### src/rtl/cfg_load_pkg.sv
package cfg_load_pkg;

  typedef enum logic [3:0] {
    ST_IDLE,
    ST_PROG,
    ST_WAIT_INIT,
    ST_RELEASE,
    ST_FEED,
    ST_CLK_LOW,
    ST_FIN_LOW,
    ST_FIN_HIGH,
    ST_PASS,
    ST_FAIL
  } loadState_t;

  typedef enum logic [2:0] {
    CAUSE_NONE         = 3'd0,
    CAUSE_INIT_ASSERT  = 3'd1,
    CAUSE_INIT_RELEASE = 3'd2,
    CAUSE_BUSY         = 3'd3,
    CAUSE_MIDLOAD      = 3'd4,
    CAUSE_DONE         = 3'd5
  } failCause_t;

  // Strobes from control to datapath
  typedef struct packed {
    logic restartTick;  // realign the prescaler
    logic clrTimer;     // zero the tick timer
    logic incTimer;     // advance the tick timer
    logic takeByte;     // latch a source byte onto the bus
    logic clrCount;     // clear byte count and end flag
  } dpStrobe_t;

endpackage

### src/rtl/cfg_load_dp.sv
module cfg_load_dp
  import cfg_load_pkg::*;
#(
  parameter int DATA_W = 8,
  parameter int DIV_W  = 8,
  parameter int TMR_W  = 16,
  parameter int CNT_W  = 16
) (
  input  logic              clk,
  input  logic              rstN,
  input  dpStrobe_t         strobe,
  input  logic [DIV_W-1:0]  cfgHalfPeriod,
  input  logic [DATA_W-1:0] inData,
  input  logic              inLast,
  output logic              tick,
  output logic [TMR_W-1:0]  timer,
  output logic              allSent,
  output logic [DATA_W-1:0] busData,
  output logic [CNT_W-1:0]  byteCount
);

  logic [DIV_W-1:0] preCnt;

  // Half-period prescaler; one tick every cfgHalfPeriod+1 cycles
  assign tick = (preCnt >= cfgHalfPeriod);

  always_ff @(posedge clk or negedge rstN) begin
    if (!rstN) begin
      preCnt <= '0;
    end else if (strobe.restartTick || tick) begin
      preCnt <= '0;
    end else begin
      preCnt <= preCnt + 1'b1;
    end
  end

  // Wait and timeout timer, counted in ticks
  always_ff @(posedge clk or negedge rstN) begin
    if (!rstN) begin
      timer <= '0;
    end else if (strobe.clrTimer) begin
      timer <= '0;
    end else if (strobe.incTimer) begin
      timer <= timer + 1'b1;
    end
  end

  // Byte bus, byte count and end-of-image flag
  always_ff @(posedge clk or negedge rstN) begin
    if (!rstN) begin
      busData   <= '0;
      byteCount <= '0;
      allSent   <= 1'b0;
    end else if (strobe.clrCount) begin
      byteCount <= '0;
      allSent   <= 1'b0;
    end else if (strobe.takeByte) begin
      busData   <= inData;
      byteCount <= byteCount + 1'b1;
      allSent   <= inLast;
    end
  end

  // the offset counter only steps by one or restarts from zero
  assert_count_step_R7: assert property (@(posedge clk) disable iff (!rstN)
    (byteCount != $past(byteCount)) |-> (byteCount == '0 || byteCount == $past(byteCount) + 1'b1));

endmodule

### src/rtl/cfg_load_ctrl.sv
module cfg_load_ctrl
  import cfg_load_pkg::*;
#(
  parameter int PROG_TICKS = 4,
  parameter int INIT_TO    = 16,
  parameter int REL_TO     = 16,
  parameter int BUSY_TO    = 32,
  parameter int DONE_TO    = 64,
  parameter int TMR_W      = 16,
  parameter bit CHECK_BUSY = 1'b1,
  parameter bit CHECK_ERR  = 1'b1
) (
  input  logic             clk,
  input  logic             rstN,
  input  logic             startPulse,
  input  logic             inValid,
  input  logic             tgtInitAct,
  input  logic             tgtBusy,
  input  logic             tgtDone,
  input  logic             tick,
  input  logic [TMR_W-1:0] timer,
  input  logic             allSent,
  output dpStrobe_t        strobe,
  output logic             inReady,
  output logic             tgtProg,
  output logic             tgtSelect,
  output logic             tgtWrite,
  output logic             tgtCclk,
  output logic             loading,
  output logic             passed,
  output logic             failed,
  output logic             abortOut,
  output logic [2:0]       failCause
);

  localparam logic [TMR_W-1:0] PROG_LAST = TMR_W'(PROG_TICKS - 1);
  localparam logic [TMR_W-1:0] INIT_LAST = TMR_W'(INIT_TO - 1);
  localparam logic [TMR_W-1:0] REL_LAST  = TMR_W'(REL_TO - 1);
  localparam logic [TMR_W-1:0] BUSY_LAST = TMR_W'(BUSY_TO - 1);
  localparam logic [TMR_W-1:0] DONE_LAST = TMR_W'(DONE_TO - 1);

  loadState_t state, nxt;
  failCause_t causeQ, causeSel;
  logic       failNow, abortQ, startAccept;
  logic       busyHold, errHit;

  // Optional checks chosen at build time
  generate
    if (CHECK_BUSY) begin : g_busy
      assign busyHold = tgtBusy;
    end else begin : g_noBusy
      assign busyHold = 1'b0;
    end
    if (CHECK_ERR) begin : g_err
      assign errHit = tgtInitAct;
    end else begin : g_noErr
      assign errHit = 1'b0;
    end
  endgenerate

  assign startAccept = startPulse &&
                       (state == ST_IDLE || state == ST_PASS || state == ST_FAIL);

  always_comb begin
    nxt      = state;
    strobe   = '0;
    failNow  = 1'b0;
    causeSel = CAUSE_NONE;
    case (state)
      ST_IDLE, ST_PASS, ST_FAIL: begin
        if (startAccept) begin
          nxt                = ST_PROG;
          strobe.restartTick = 1'b1;
          strobe.clrTimer    = 1'b1;
          strobe.clrCount    = 1'b1;
        end
      end
      ST_PROG: begin
        if (tick) begin
          if (timer == PROG_LAST) begin
            nxt             = ST_WAIT_INIT;
            strobe.clrTimer = 1'b1;
          end else begin
            strobe.incTimer = 1'b1;
          end
        end
      end
      ST_WAIT_INIT: begin
        if (tick) begin
          if (tgtInitAct) begin
            nxt             = ST_RELEASE;
            strobe.clrTimer = 1'b1;
          end else if (timer == INIT_LAST) begin
            failNow  = 1'b1;
            causeSel = CAUSE_INIT_ASSERT;
          end else begin
            strobe.incTimer = 1'b1;
          end
        end
      end
      ST_RELEASE: begin
        if (tick) begin
          if (!tgtInitAct && !tgtBusy) begin
            nxt             = ST_FEED;
            strobe.clrTimer = 1'b1;
          end else if (timer == REL_LAST) begin
            failNow  = 1'b1;
            causeSel = CAUSE_INIT_RELEASE;
          end else begin
            strobe.incTimer = 1'b1;
          end
        end
      end
      ST_FEED: begin
        if (tick) begin
          if (tgtDone) begin
            nxt             = ST_FIN_LOW;
            strobe.clrTimer = 1'b1;
          end else if (errHit) begin
            failNow  = 1'b1;
            causeSel = CAUSE_MIDLOAD;
          end else if (busyHold) begin
            if (timer == BUSY_LAST) begin
              failNow  = 1'b1;
              causeSel = CAUSE_BUSY;
            end else begin
              strobe.incTimer = 1'b1;
            end
          end else if (allSent) begin
            nxt             = ST_FIN_LOW;
            strobe.clrTimer = 1'b1;
          end else if (inValid) begin
            nxt                = ST_CLK_LOW;
            strobe.takeByte    = 1'b1;
            strobe.restartTick = 1'b1;
            strobe.clrTimer    = 1'b1;
          end
        end
      end
      ST_CLK_LOW: begin
        if (tick) nxt = ST_FEED;
      end
      ST_FIN_LOW, ST_FIN_HIGH: begin
        if (tick) begin
          if (tgtDone && !tgtInitAct) begin
            nxt = ST_PASS;
          end else if (timer == DONE_LAST) begin
            failNow  = 1'b1;
            causeSel = CAUSE_DONE;
          end else begin
            strobe.incTimer = 1'b1;
            nxt = (state == ST_FIN_LOW) ? ST_FIN_HIGH : ST_FIN_LOW;
          end
        end
      end
      default: nxt = ST_IDLE;
    endcase
    if (failNow) nxt = ST_FAIL;
  end

  always_ff @(posedge clk or negedge rstN) begin
    if (!rstN) begin
      state  <= ST_IDLE;
      causeQ <= CAUSE_NONE;
      abortQ <= 1'b0;
    end else begin
      state  <= nxt;
      abortQ <= failNow;
      if (failNow) begin
        causeQ <= causeSel;
      end else if (startAccept) begin
        causeQ <= CAUSE_NONE;
      end
    end
  end

  assign inReady   = (state == ST_FEED) && tick && !tgtDone && !errHit &&
                     !busyHold && !allSent;
  assign tgtProg   = (state == ST_PROG) || (state == ST_WAIT_INIT);
  assign tgtSelect = (state == ST_FEED) || (state == ST_CLK_LOW);
  assign tgtWrite  = tgtSelect;
  assign tgtCclk   = !((state == ST_CLK_LOW) || (state == ST_FIN_LOW));
  assign loading   = !((state == ST_IDLE) || (state == ST_PASS) || (state == ST_FAIL));
  assign passed    = (state == ST_PASS);
  assign failed    = (state == ST_FAIL);
  assign abortOut  = abortQ;
  assign failCause = causeQ;

  // the port is never selected while program is requested
  assert_no_overlap_R3: assert property (@(posedge clk) disable iff (!rstN)
    !(tgtProg && tgtSelect));

  // select rises only after INIT and BUSY were both seen inactive
  assert_select_gate_R3: assert property (@(posedge clk) disable iff (!rstN)
    $rose(tgtSelect) |-> $past(!tgtInitAct && !tgtBusy));

  // a pass follows a cycle with DONE active and INIT inactive
  assert_pass_cond_R8: assert property (@(posedge clk) disable iff (!rstN)
    $rose(passed) |-> $past(tgtDone && !tgtInitAct));

  // abort pulse only with a latched nonzero cause
  assert_abort_cause_R10: assert property (@(posedge clk) disable iff (!rstN)
    abortOut |-> (failed && failCause != 3'd0));

  // abort lasts a single cycle
  assert_abort_single_R10: assert property (@(posedge clk) disable iff (!rstN)
    abortOut |=> !abortOut);

  // program request begins only from a start taken while idle
  assert_start_only_idle_R11: assert property (@(posedge clk) disable iff (!rstN)
    $rose(tgtProg) |-> $past(startPulse && !loading));

endmodule

### src/rtl/cfg_byte_loader.sv
module cfg_byte_loader
  import cfg_load_pkg::*;
#(
  parameter int DATA_W     = 8,
  parameter int DIV_W      = 8,
  parameter int TMR_W      = 16,
  parameter int CNT_W      = 16,
  parameter int PROG_TICKS = 4,
  parameter int INIT_TO    = 16,
  parameter int REL_TO     = 16,
  parameter int BUSY_TO    = 32,
  parameter int DONE_TO    = 64,
  parameter bit CHECK_BUSY = 1'b1,
  parameter bit CHECK_ERR  = 1'b1
) (
  input  logic              clk,
  input  logic              rstN,
  input  logic              startPulse,
  input  logic [DIV_W-1:0]  cfgHalfPeriod,
  input  logic [DATA_W-1:0] inData,
  input  logic              inValid,
  input  logic              inLast,
  output logic              inReady,
  output logic              tgtProg,
  output logic              tgtSelect,
  output logic              tgtWrite,
  output logic              tgtCclk,
  output logic [DATA_W-1:0] tgtData,
  input  logic              tgtInitAct,
  input  logic              tgtBusy,
  input  logic              tgtDone,
  output logic              loading,
  output logic              passed,
  output logic              failed,
  output logic              abortOut,
  output logic [2:0]        failCause,
  output logic [CNT_W-1:0]  errOffset
);

  dpStrobe_t        strobe;
  logic             tick;
  logic [TMR_W-1:0] timer;
  logic             allSent;

  cfg_load_ctrl #(
    .PROG_TICKS (PROG_TICKS),
    .INIT_TO    (INIT_TO),
    .REL_TO     (REL_TO),
    .BUSY_TO    (BUSY_TO),
    .DONE_TO    (DONE_TO),
    .TMR_W      (TMR_W),
    .CHECK_BUSY (CHECK_BUSY),
    .CHECK_ERR  (CHECK_ERR)
  ) u_ctrl (
    .clk        (clk),
    .rstN       (rstN),
    .startPulse (startPulse),
    .inValid    (inValid),
    .tgtInitAct (tgtInitAct),
    .tgtBusy    (tgtBusy),
    .tgtDone    (tgtDone),
    .tick       (tick),
    .timer      (timer),
    .allSent    (allSent),
    .strobe     (strobe),
    .inReady    (inReady),
    .tgtProg    (tgtProg),
    .tgtSelect  (tgtSelect),
    .tgtWrite   (tgtWrite),
    .tgtCclk    (tgtCclk),
    .loading    (loading),
    .passed     (passed),
    .failed     (failed),
    .abortOut   (abortOut),
    .failCause  (failCause)
  );

  cfg_load_dp #(
    .DATA_W (DATA_W),
    .DIV_W  (DIV_W),
    .TMR_W  (TMR_W),
    .CNT_W  (CNT_W)
  ) u_dp (
    .clk           (clk),
    .rstN          (rstN),
    .strobe        (strobe),
    .cfgHalfPeriod (cfgHalfPeriod),
    .inData        (inData),
    .inLast        (inLast),
    .tick          (tick),
    .timer         (timer),
    .allSent       (allSent),
    .busData       (tgtData),
    .byteCount     (errOffset)
  );

  // the bus holds its byte across the whole low phase of the clock
  assert_data_hold_R4: assert property (@(posedge clk) disable iff (!rstN)
    (!tgtCclk && $past(!tgtCclk)) |-> $stable(tgtData));

endmodule

### config.mk
export PLATFORM = sky130hd
export DESIGN_NAME = cfg_byte_loader
export DESIGN_NICKNAME = d
export VERILOG_FILES = /design/src/rtl/cfg_load_pkg.sv /design/src/rtl/cfg_load_dp.sv /design/src/rtl/cfg_load_ctrl.sv /design/src/rtl/cfg_byte_loader.sv
export SDC_FILE = /design/constraint.sdc
export NUM_CORES = 1
export LEC_CHECK = 0
export BUFFER_PORTS_ARGS = -buffer_cell sky130_fd_sc_hd__buf_2
export CAP_MARGIN = 10
export CORE_ASPECT_RATIO = 1.2
export CORE_UTILIZATION = 35
export CTS_BUF_LIST = sky130_fd_sc_hd__clkbuf_8
export CTS_CLUSTER_SIZE = 16
export DETAILED_ROUTE_END_ITERATION = 8
export PLACE_DENSITY = 0.58
export SYNTH_ARGS = -nofsm -noshare
export SYNTH_HDL_FRONTEND = slang
export SYNTH_HIERARCHICAL = 1
export SYNTH_SLANG_ARGS = --single-unit
### constraint.sdc
create_clock -name clk -period 2.9 [get_ports clk]
set_input_delay 0.145 -clock clk [delete_from_list [all_inputs] [get_ports clk]]
set_output_delay 0.145 -clock clk [all_outputs]
set_load 0.005 [all_outputs]
==> impl_metrics.py <==
metrics = {
    "status": {
        "outcome": "finished clean",
    },
    "floorplanning": {
        "ioPinCount": 60,
        "start_util_pct": 35.9,
        "die_h_microns": 110,
        "die_w_microns": 92.2,
        "core_area_sq_um": 9520,
        "rows": 39,
        "dieArea_sq_um": 10200,
    },
    "sta": {
        "finalHoldViolations": 0,
        "max_freq_mhz": 366,
        "layout_setup_ws_ns": 0.167,
        "post-route-period-util_pct": 94.3,
        "final.min_clock_period_ns": 2.73,
        "finalSetupViolations": 0,
        "setup_tns_ns": 0,
        "worst_pin_slew_ns": 0.570,
        "finClkSkew_ns": 0.0142,
        "slew_viol_final": 0,
        "rsz0062_at_grt": "no",
        "relSlewSlack_pct": 62.0,
    },
    "worst_setup_path": {
        "worst-setup-path-type": "reg2reg",
        "path_cells": "ha_1 > or4_1 > a21oi_2 > o31ai_2 > buf_4 > o21ai_0 > nand2_1 > o2111ai_1 > nor2_1 > nand3_1 > mux2_1",
        "cpLargestDelayFamily": "simple AND/OR/NAND/NOR gates",
        "critical_path_buf_inv_count": 1,
        "cp.required_ns": 3.11,
        "worstPathArrival_ns": 2.94,
        "slowest_delay_ns": 0.53,
        "critPathLaunchType": "register",
        "worst_setup_path_end_kind": "register",
        "critPathSlowestCell": "or4_1",
        "path_max_fanout": 6,
    },
    "route": {
        "wire_per_inst_microns": 13.8,
        "firstDrtPassIters": 6,
        "avgViaCountPerCell": 5.02,
        "first_iter_violations": 156,
        "route.final.wire_length_mm": 7.97,
        "drc": 0,
        "antenna_left": 0,
        "route.vias.total": 2892,
    },
    "logic_synthesis": {
        "synth_cells": 364,
        "yosysWarnings": 6,
        "syn_avg_cell_area_sq_um": 9.38,
        "mappedNetlistArea_sq_um": 3410,
        "async_reset_ff_share_pct": 100,
        "ys_ff_latch": 57,
        "synth.top_cell.area_share_pct": 41.8,
        "yosys-top-cells-area": "dfrtp_1 (42%), nor2_1 (5.5%), xnor2_1 (4.9%)",
        "ys.flop_type": "dfrtp_1",
        "synth_top_area_cell": "dfrtp_1",
        "netlist_top_cells_count": "dfrtp_1 (57), nor2_1 (50), inv_1 (26)",
        "synthesis.nets": 399,
        "synth.yosys.seq_area_share_pct": 41.8,
        "ys_types": 62,
        "synth_edf_count": 0,
        "yosysMostFrequentCell": "dfrtp_1",
    },
    "final_layout": {
        "stdcell_area_sq_um": 4210,
        "area_growth_pct": 23.5,
        "drive_above_1_share_pct": 28.9,
        "diodes": 0,
        "fin_nets": 483,
    },
    "worst_hold_path": {
        "hold_path_class": "in2reg",
    },
    "flow_run": {
        "cap_violations": 0,
    },
    "power": {
        "swShare_pct": 36.2,
        "power.density_nw_per_um2": 612,
        "power.switching_uw": 933,
        "p_leak_nw": 2.10,
        "pwr-share-seq_pct": 35.4,
        "power_frac_comb_pct": 39.2,
        "vdd_drop_max_uv": 204,
        "p_clk_share_pct": 25.5,
        "p_int_mw": 1.65,
    },
    "clock_network": {
        "clock_path_buffers": 2,
        "worstSkewPairLatency_ns": 0.34,
        "cts_tree": "done",
        "clock_sinks": 57,
        "path_clk_slew_ns": 0.06,
        "htree_levels": 3,
        "cts_root_buf": "clkbuf_8",
        "cts_buffers": 9,
    },
    "global_route": {
        "grt_pass1_vias": 2795,
        "grt_max_degree": 26,
        "grt_pass1_wl_mm": 13.2,
        "track_usage_pct": 16.5,
        "antenna_found_initial": 1,
        "grt_overflow": 0,
    },
    "place": {
        "pre_cts_ws_ns": 0.0239,
        "routabilityCongestion": 0.833,
        "dp_hpwl_mm": 5.96,
        "dpl-instance-area_sq_um": 3980,
        "io_buffers": 59,
    },
}
routing by layer:
layer  global-route usage (%)  vias to the layer above  share of wire [%]
met4                     7.03                        2                1.9
met5                        0                        -               0.16
met1                     20.3                     1371                 46
met2                     28.6                       60                 49
li1                         -                     1444                  -
met3                     3.09                       15                3.5
final timing paths:
path	start	endpoint	slack, ns	cells past startpoint
setup reg to reg	u_dp/preCnt[1]	u_dp/timer[13]	0.17	11
setup / recovery	u_dp/preCnt[1]	u_dp/timer[13]	0.17	11
max in group asynchronous	rstN	u_dp/timer[13]	1.89	3
hold / removal	inData[2]	u_dp/busData[2]	0.04	2
min in group asynchronous	rstN	u_dp/byteCount[7]	0.33	2
hold reg to reg	u_dp/busData[3]	u_dp/busData[3]	0.51	1
layout make-up:
class                           count  area [sq um]
Clock inverter                      5          22.5
Fill cell                         965          5300
Clock buffer                       11           151
Sequential cell                    57          1430
Tap cell                          123           154
Multi-Input combinational cell    268          1860
Timing Repair Buffer               86           500
Inverter                           26          97.6
registers in the layout (all words and copies together) (netlist names):
register          cells
u_dp/timer           16
u_dp/preCnt           8
u_dp/byteCount       16
u_ctrl/abortOut       1
u_ctrl/failCause      3
u_dp/busData          8
u_ctrl/state          4
u_dp/allSent          1
through the flow:
stage	hold WS (ns)	instances	utilization (%)	power, mW
after floorplan	-0.151	364	-	1.62
after global placement	0.165	557	41.8	1.88
after detailed placement	0.172	557	41.8	1.90
after CTS	0.0253	574	43.7	2.57
after global routing	0.0234	576	44.3	2.76
final	0.0420	576	44.3	2.58
cells by family after synthesis:
group	synth area share, %
buffers and inverters	5.17
multiplexers	5.06
flip-flops	41.8
AO/OA/AOI/OAI	9.13
XOR/XNOR	7.44
adder cells (fa/ha/maj)	4.03
AND/OR/NAND/NOR	27.4
power by group through the flow:
stage                     combinational, mW  sequential, mW  clock (mW)
after floorplan                       0.674           0.944           0
after global placement                0.960           0.922           0
after detailed placement              0.972           0.928           0
after CTS                             0.978           0.914       0.677
after global routing                   1.13           0.921       0.711
final                                  1.01           0.913       0.657
cells in the final DEF (no fill, tap or decap), types with 8 or more instances in the layout:
master    Yosys  final
xnor2_1      19     19
buf_2         2     59
xor2_1       10     10
nor2_1       50     50
inv_1        26     28
nand2_1      18     18
mux2_2        8      8
clkbuf_8      0     11
nand3_1      24     23
nor3_1       17     15
o21ai_0      11     11
buf_4         3     26
dfrtp_1      57     57
a21oi_1      12      9
ha_1         11     11
what timing repair did:
action | 4_1_cts | 5_1_grt
hold buffers | 1 | 0
gates resized for setup | 0 | 9
setup buffers | 0 | 2
setup endpoints to repair | 0 | 20
hold endpoints to repair | 23 | 0
Note: power is estimated with default switching activity, not from simulation.
